[config.mk]
export PLATFORM = sky130hd
export DESIGN_NAME = async_frame_tx
export DESIGN_NICKNAME = d
export VERILOG_FILES = /design/src/rtl/aft_pkg.sv /design/src/rtl/aft_bit_timer.sv /design/src/rtl/aft_capture.sv /design/src/rtl/aft_fsm.sv /design/src/rtl/async_frame_tx.sv
export SDC_FILE = /design/constraint.sdc
export NUM_CORES = 1
export LEC_CHECK = 0
export BUFFER_PORTS_ARGS = -buffer_cell sky130_fd_sc_hd__buf_2
export CAP_MARGIN = 20
export CORE_UTILIZATION = 50
export CTS_BUF_LIST = sky130_fd_sc_hd__clkbuf_4
export CTS_CLUSTER_SIZE = 24
export DETAILED_ROUTE_END_ITERATION = 12
export PLACE_DENSITY = 0.85
export SLEW_MARGIN = 20
export SYNTH_ARGS = -nofsm -noshare
export SYNTH_HDL_FRONTEND = slang
export SYNTH_SLANG_ARGS = --single-unit
export TNS_END_PERCENT = 10
[constraint.sdc]
create_clock -name clk -period 1.7 [get_ports clk]
set_input_delay 0.085 -clock clk [delete_from_list [all_inputs] [get_ports clk]]
set_output_delay 0.085 -clock clk [all_outputs]
set_load 0.01 [all_outputs]
[src/rtl/aft_pkg.sv]
package aft_pkg;

    typedef enum logic [2:0] {
        ST_IDLE   = 3'd0,
        ST_START  = 3'd1,
        ST_DATA   = 3'd2,
        ST_PARITY = 3'd3,
        ST_STOP   = 3'd4
    } aft_state_e;

    typedef struct packed {
        logic div8;
        logic len8;
        logic par_en;
        logic par_odd;
        logic stop2;
    } aft_cfg_t;

    localparam aft_cfg_t AFT_CFG_RESET = '{default: 1'b0};

endpackage

[src/rtl/aft_bit_timer.sv]
module aft_bit_timer #(
    parameter int OVS_HI = 16,
    parameter int OVS_LO = 8
) (
    input  logic clk,
    input  logic rst_n,
    input  logic restart_i,
    input  logic run_i,
    input  logic div8_i,
    output logic bit_end_o
);
    localparam int CNT_W = $clog2(OVS_HI);

    logic [CNT_W-1:0] cnt_q;
    logic [CNT_W-1:0] last_cnt;

    assign last_cnt  = div8_i ? CNT_W'(OVS_LO - 1) : CNT_W'(OVS_HI - 1);
    assign bit_end_o = run_i && (cnt_q == last_cnt);

    always_ff @(posedge clk or negedge rst_n) begin
        if (!rst_n) begin
            cnt_q <= '0;
        end else if (restart_i || !run_i) begin
            cnt_q <= '0;
        end else if (bit_end_o) begin
            cnt_q <= '0;
        end else begin
            cnt_q <= cnt_q + CNT_W'(1);
        end
    end

    AST_CNT_IN_PERIOD: assert property (@(posedge clk) disable iff (!rst_n)
        run_i |-> (cnt_q <= last_cnt));

    AST_CNT_IDLE_ZERO: assert property (@(posedge clk) disable iff (!rst_n)
        (!run_i && !restart_i) |=> (cnt_q == '0));

endmodule

[src/rtl/aft_capture.sv]
module aft_capture
    import aft_pkg::*;
#(
    parameter int DATA_W = 8
) (
    input  logic              clk,
    input  logic              rst_n,
    input  logic              take_i,
    input  aft_cfg_t          cfg_i,
    input  logic [DATA_W-1:0] data_i,
    output aft_cfg_t          cfg_q,
    output logic [DATA_W-1:0] data_q,
    output logic              par_q
);
    logic [DATA_W-1:0] sent_mask;
    logic              par_d;

    assign sent_mask = cfg_i.len8 ? {DATA_W{1'b1}} : {1'b0, {(DATA_W-1){1'b1}}};
    assign par_d     = (^(data_i & sent_mask)) ^ cfg_i.par_odd;

    always_ff @(posedge clk or negedge rst_n) begin
        if (!rst_n) begin
            cfg_q  <= AFT_CFG_RESET;
            data_q <= '0;
            par_q  <= 1'b0;
        end else if (take_i) begin
            cfg_q  <= cfg_i;
            data_q <= data_i;
            par_q  <= par_d;
        end
    end

endmodule

[src/rtl/aft_fsm.sv]
module aft_fsm
    import aft_pkg::*;
#(
    parameter int DATA_W = 8
) (
    input  logic                       clk,
    input  logic                       rst_n,
    input  logic                       accept_i,
    input  logic                       bit_end_i,
    input  logic                       len8_i,
    input  logic                       par_en_i,
    input  logic                       stop2_i,
    output aft_state_e                 state_o,
    output logic [$clog2(DATA_W)-1:0]  idx_o
);
    localparam int IDX_W = $clog2(DATA_W);

    aft_state_e       state_q, state_d;
    logic [IDX_W-1:0] idx_q, idx_d;
    logic             stop_q, stop_d;
    logic [IDX_W-1:0] last_idx;

    assign last_idx = len8_i ? IDX_W'(DATA_W - 1) : IDX_W'(DATA_W - 2);
    assign state_o  = state_q;
    assign idx_o    = idx_q;

    always_ff @(posedge clk or negedge rst_n) begin
        if (!rst_n) begin
            state_q <= ST_IDLE;
            idx_q   <= '0;
            stop_q  <= 1'b0;
        end else begin
            state_q <= state_d;
            idx_q   <= idx_d;
            stop_q  <= stop_d;
        end
    end

    always_comb begin
        state_d = state_q;
        idx_d   = idx_q;
        stop_d  = stop_q;
        unique case (state_q)
            ST_IDLE: begin
                idx_d  = '0;
                stop_d = 1'b0;
                if (accept_i) state_d = ST_START;
            end
            ST_START: begin
                if (bit_end_i) state_d = ST_DATA;
            end
            ST_DATA: begin
                if (bit_end_i) begin
                    if (idx_q == last_idx) begin
                        state_d = par_en_i ? ST_PARITY : ST_STOP;
                    end else begin
                        idx_d = idx_q + IDX_W'(1);
                    end
                end
            end
            ST_PARITY: begin
                if (bit_end_i) state_d = ST_STOP;
            end
            ST_STOP: begin
                if (bit_end_i) begin
                    if (stop_q == stop2_i) state_d = ST_IDLE;
                    else                   stop_d  = 1'b1;
                end
            end
            default: state_d = ST_IDLE;
        endcase
    end

    AST_IDX_IN_LENGTH: assert property (@(posedge clk) disable iff (!rst_n)
        (state_q == ST_DATA) |-> (idx_q <= last_idx));

    AST_ENTRY_VIA_START: assert property (@(posedge clk) disable iff (!rst_n)
        (state_q == ST_IDLE) |=> (state_q == ST_IDLE || state_q == ST_START));

    AST_EXIT_VIA_STOP: assert property (@(posedge clk) disable iff (!rst_n)
        (state_q != ST_IDLE && state_q != ST_STOP) |=> (state_q != ST_IDLE));

endmodule

[src/rtl/async_frame_tx.sv]
module async_frame_tx
    import aft_pkg::*;
#(
    parameter int DATA_W = 8,
    parameter int OVS_HI = 16,
    parameter int OVS_LO = 8
) (
    input  logic              clk,
    input  logic              rst_n,
    input  logic              div8_i,
    input  logic              len8_i,
    input  logic              par_en_i,
    input  logic              par_odd_i,
    input  logic              stop2_i,
    input  logic [DATA_W-1:0] data_i,
    input  logic              valid_i,
    output logic              ready_o,
    output logic              busy_o,
    output logic              txd_o
);
    localparam int IDX_W = $clog2(DATA_W);

    aft_cfg_t          cfg_in, cfg_q;
    logic [DATA_W-1:0] data_q;
    logic              par_q;
    logic              accept;
    logic              bit_end;
    aft_state_e        state;
    logic [IDX_W-1:0]  idx;

    assign cfg_in = '{div8: div8_i, len8: len8_i, par_en: par_en_i,
                      par_odd: par_odd_i, stop2: stop2_i};
    assign accept = valid_i && ready_o;

    aft_capture #(.DATA_W(DATA_W)) u_capture (
        .clk    (clk),
        .rst_n  (rst_n),
        .take_i (accept),
        .cfg_i  (cfg_in),
        .data_i (data_i),
        .cfg_q  (cfg_q),
        .data_q (data_q),
        .par_q  (par_q)
    );

    aft_bit_timer #(.OVS_HI(OVS_HI), .OVS_LO(OVS_LO)) u_timer (
        .clk       (clk),
        .rst_n     (rst_n),
        .restart_i (accept),
        .run_i     (state != ST_IDLE),
        .div8_i    (cfg_q.div8),
        .bit_end_o (bit_end)
    );

    aft_fsm #(.DATA_W(DATA_W)) u_fsm (
        .clk       (clk),
        .rst_n     (rst_n),
        .accept_i  (accept),
        .bit_end_i (bit_end),
        .len8_i    (cfg_q.len8),
        .par_en_i  (cfg_q.par_en),
        .stop2_i   (cfg_q.stop2),
        .state_o   (state),
        .idx_o     (idx)
    );

    always_comb begin
        ready_o = (state == ST_IDLE);
        busy_o  = !ready_o;
        unique case (state)
            ST_IDLE:   txd_o = 1'b1;
            ST_START:  txd_o = 1'b0;
            ST_DATA:   txd_o = data_q[idx];
            ST_PARITY: txd_o = par_q;
            ST_STOP:   txd_o = 1'b1;
            default:   txd_o = 1'b1;
        endcase
    end

    logic [DATA_W-1:0] chk_mask;
    assign chk_mask = cfg_q.len8 ? {DATA_W{1'b1}} : {1'b0, {(DATA_W-1){1'b1}}};

    AST_IDLE_LINE_HIGH: assert property (@(posedge clk) disable iff (!rst_n)
        ready_o |-> txd_o);

    AST_ACCEPT_THEN_LOW: assert property (@(posedge clk) disable iff (!rst_n)
        (valid_i && ready_o) |=> (!txd_o && busy_o));

    AST_PARITY_VALUE: assert property (@(posedge clk) disable iff (!rst_n)
        (state == ST_PARITY) |-> (txd_o == ((^(data_q & chk_mask)) ^ cfg_q.par_odd)));

    AST_CAPTURE_HELD: assert property (@(posedge clk) disable iff (!rst_n)
        busy_o |=> ($stable(cfg_q) && $stable(data_q)));

endmodule

==> run_results.csv <==
group,metric,value,unit
outcome,status,"finished with violations",
outcome,violations,"negative setup slack",
grt,grt_pass1_vias,938,
place,io_buffers,18,
clock_tree,clkTransAtPathRegs,0.14,ns
pwr,swShare,35.4,%
grt,antenna_found_initial,0,
critical_path,crit_path_cell_trace,"mux4_2, mux2_4, nor3b_2, o21ai_1, buf_2",
sta,min_period,2.04,ns
pwr,clkPwrFrac,11.7,%
final_layout,drive_gt1_share,32.4,%
routing,post-route-drc-count,0,
critical_path,startpoint_type,"flop",
logic_synthesis,synth_warnings,0,
logic_synthesis,synth_cell_type_count,32,
pwr,power_leakage,0.732,nW
final_layout,n_antenna_cell,0,
clock_tree,insertion_delay,0.32,ns
final_layout,fillCellCount,190,
die,fp.dieArea,2780,um2
critical_path,critPathKind,"reg2out",
place,gp_congestion,0.834,
critical_path,crit_arrival,1.95,ns
sta,clock_skew,0.0130,ns
pwr,internal_power,1.42,mW
place,dpl_worst_slack,-0.00312,ns
critical_path,cpPeakStageDelay,0.54,ns
final_layout,mostFrequentLayoutCells,"dfrtp_1 (24), buf_2 (18), mux2_1 (10)",
logic_synthesis,synth_area,1290,um2
job,cap_violations,0,
grt,top_usage_layer,"met2",
clock_tree,tritoncts,"done",
die,dieHeight,52.7,um
sta,rsz0062_at_grt,"yes",
place,hpwl,1750,um
final_layout,stdcell_count,169,
final_layout,postLayoutCoreUtil,63.4,%
critical_path,ff2ff_setup_slack,-0.16,ns
critical_path,crit_path_end_kind,"output pin",
logic_synthesis,synthCells,106,
grt,grt_util_met3,3.48,%
logic_synthesis,syn_area_per_cell,12.1,um2
critical_path,path_max_fanout,3,
final_layout,final_common_cell,"dfrtp_1",
die,coreArea,2450,um2
final_layout,fin_nets,158,
die,floorplan.initialDensity,52.4,%
pwr,pwr-share-comb,45.5,%
sta,worst_slew_pin_slew,0.544,ns
clock_tree,ctsLongestPathBuffers,2,
grt,met1_usage,24.0,%
logic_synthesis,ys_seq_area_share,46.7,%
sta,holdWs,0.00838,ns
logic_synthesis,ys_ff_latch,24,
grt,track_usage,20.3,%
hold_path,hp-class,"in2reg",
sta,maxSlewViolCount,0,
final_layout,area_growth,21.0,%
critical_path,r2r_end,"u_fsm.idx_o[2]",
routing,wl_per_cell,14.4,um
grt,grt_pass1_wl,4000,um
routing,route.vias.total,909,
grt,grt_max_degree,25,
routing,drtPass1Iterations,4,
critical_path,endpoint,"txd_o",
die,die_w,52.7,um
pwr,switching_power,0.781,mW
routing,wl,2430,um
sta,finalHoldViolCount,0,
critical_path,rr_startpoint,"u_fsm.idx_o[0]",
final_layout,seq_area,601,um2
clock_tree,cts_root_buffer,"clkbuf_4",
routing,drtAntennaViolNets,0,
logic_synthesis,syn_nets,124,
die,io_pins,19,
critical_path,crit_required,1.62,ns
critical_path,slowest_stage,"mux4_2",
clock_tree,cts.sinks,24,
sta,clock.fmax,0.491,GHz
grt,grt_util_met2,34.4,%
critical_path,critPathLaunch,"u_fsm.idx_o[0]",
critical_path,worst_r2r_path_depth,5,
die,rows,18,
final_layout,multi_input_area,647,um2
clock_tree,ctsHtreeMaxLevel,1,
routing,vias_per_cell,5.38,
pwr,p_per_area,1420,nW/um2
routing,dr.first_iter.drc_count,18,
sta,slew_headroom,63.7,%
sta,setup_ws,-0.335,ns
place,place_inst,156,
pwr,p_seq_share,42.8,%
pwr,peakVddDrop,1.13,mV
sta,fin_crit_sh,120,%
grt,grt-ovfl-total,0,
clock_tree,numCtsBuffers,3,
sta,setup_viol,2,
final cells by class:
cell class / count / share of cell area, %
sequential: 24 / 38.6
multi-input combinational: 73 / 41.6
timing repair buffer: 34 / 14.8
clock inverter: 1 / 0.241
clock buffer: 3 / 1.45
tap: 30 / 2.41
inverter: 4 / 0.965
metrics by stage:
stage | setup TNS [ns] | cell area, um2 | power, mW
finish | -0.491 | 1560 | 2.20
CTS | -0.415 | 1530 | 2.20
floorplan | -0.0391 | 1290 | 1.61
global route | -0.682 | 1560 | 2.36
detailed placement | -0.00312 | 1420 | 1.89
global placement | 0 | 1420 | 1.83
how the worst min path moves through the flow:
stage / start / end / slack [ns] / cells after the start
floorplan: rst_n / u_capture.cfg_q[0] / -0.21 / 0
global placement: rst_n / u_timer.cnt_q[2] / 0.08 / 1
detailed placement: rst_n / u_timer.cnt_q[0] / 0.1 / 1
CTS: data_i[7] / u_capture.data_q[7] / 0.004 / 2
global route: data_i[5] / u_capture.data_q[5] / 0.004 / 2
finish: data_i[6] / u_capture.data_q[6] / 0.008 / 2
power groups by stage:
stage,registers [mW],logic (mW),clock network (mW)
2_1_floorplan,0.909,0.705,0
3_3_place_gp,0.951,0.883,0
3_5_place_dp,0.965,0.928,0
4_1_cts,0.947,0.990,0.262
5_1_grt,0.975,1.10,0.283
6_report,0.943,1.00,0.258
worst max-delay path: cells and delay by family, from the launching register on:
family,cells,cell delay (ns)
AND/OR/NAND/NOR,1,0.15
multiplexers,2,0.83
flip-flops,1,0.43
AO/OA/AOI/OAI,1,0.08
buffers and inverters,1,0.14
cell usage after synthesis:
master,count,area [um2]
o2111ai_1,1,8.76
nor2_1,7,26.3
inv_1,4,15.0
mux2_1,10,113
a211o_1,1,8.76
mux2i_1,1,10.0
buf_6,3,33.8
a31oi_1,1,6.26
nor3b_1,1,7.51
and3_1,4,25.0
or2_2,1,6.26
mux2_2,7,78.8
xnor2_1,6,52.6
xor2_1,5,43.8
a2111oi_1,1,10.0
mux4_2,2,45.0
o21ai_0,3,15.0
xnor3_1,1,22.5
nand2_1,5,18.8
dfrtp_1,24,601
nor2b_1,1,6.26
nor3_1,3,15.0
nand2b_1,1,6.26
buf_2,1,5.00
o211ai_2,1,12.5
nand3_1,1,5.00
o211ai_1,2,15.0
ha_1,2,25.0
o21ai_2,1,8.76
or4b_4,1,13.8
clkbuf_1,1,3.75
a21boi_0,3,22.5
timing repair:
action / in CTS / in global routing
hold buffers: 6 / 2
resized for setup: 4 / 2
pin swaps: 1 / 0
cloned: 0 / 0
buffers inserted: 1 / 0
endpoints found under the setup margin: 1 / 6
hold endpoints to repair: 29 / 2
state kept, by name, summed over array words and instances, names as in the netlist:
register and count:
u_capture.data_q 8, u_capture.cfg_q 4, u_timer.cnt_q 4, u_fsm.idx_o 3
u_fsm.state_o 3, u_capture.par_q 1, u_fsm.stop_q 1
kinds of logic (layout without fill, tap and decap cells):
| family | count (synthesis) | after routing | synth area share (%) |
|---|---|---|---|
| DFF | 24 | 24 | 46.7 |
| buffers and inverters | 9 | 42 | 4.47 |
| and+or+nand+nor | 25 | 25 | 10.1 |
| xor gates and xnor gates | 12 | 12 | 9.24 |
| muxes | 20 | 20 | 19.2 |
| AOI/OAI and AO/OA | 14 | 14 | 8.37 |
| adders and majority gates | 2 | 2 | 1.95 |
layer usage:
metal	part of all wire (%)	wire length, um
met2	52	1270
met5	0	0
met1	43	1040
met3	3.0	73
met4	1.7	42
Power figures use the tool's default switching activity.
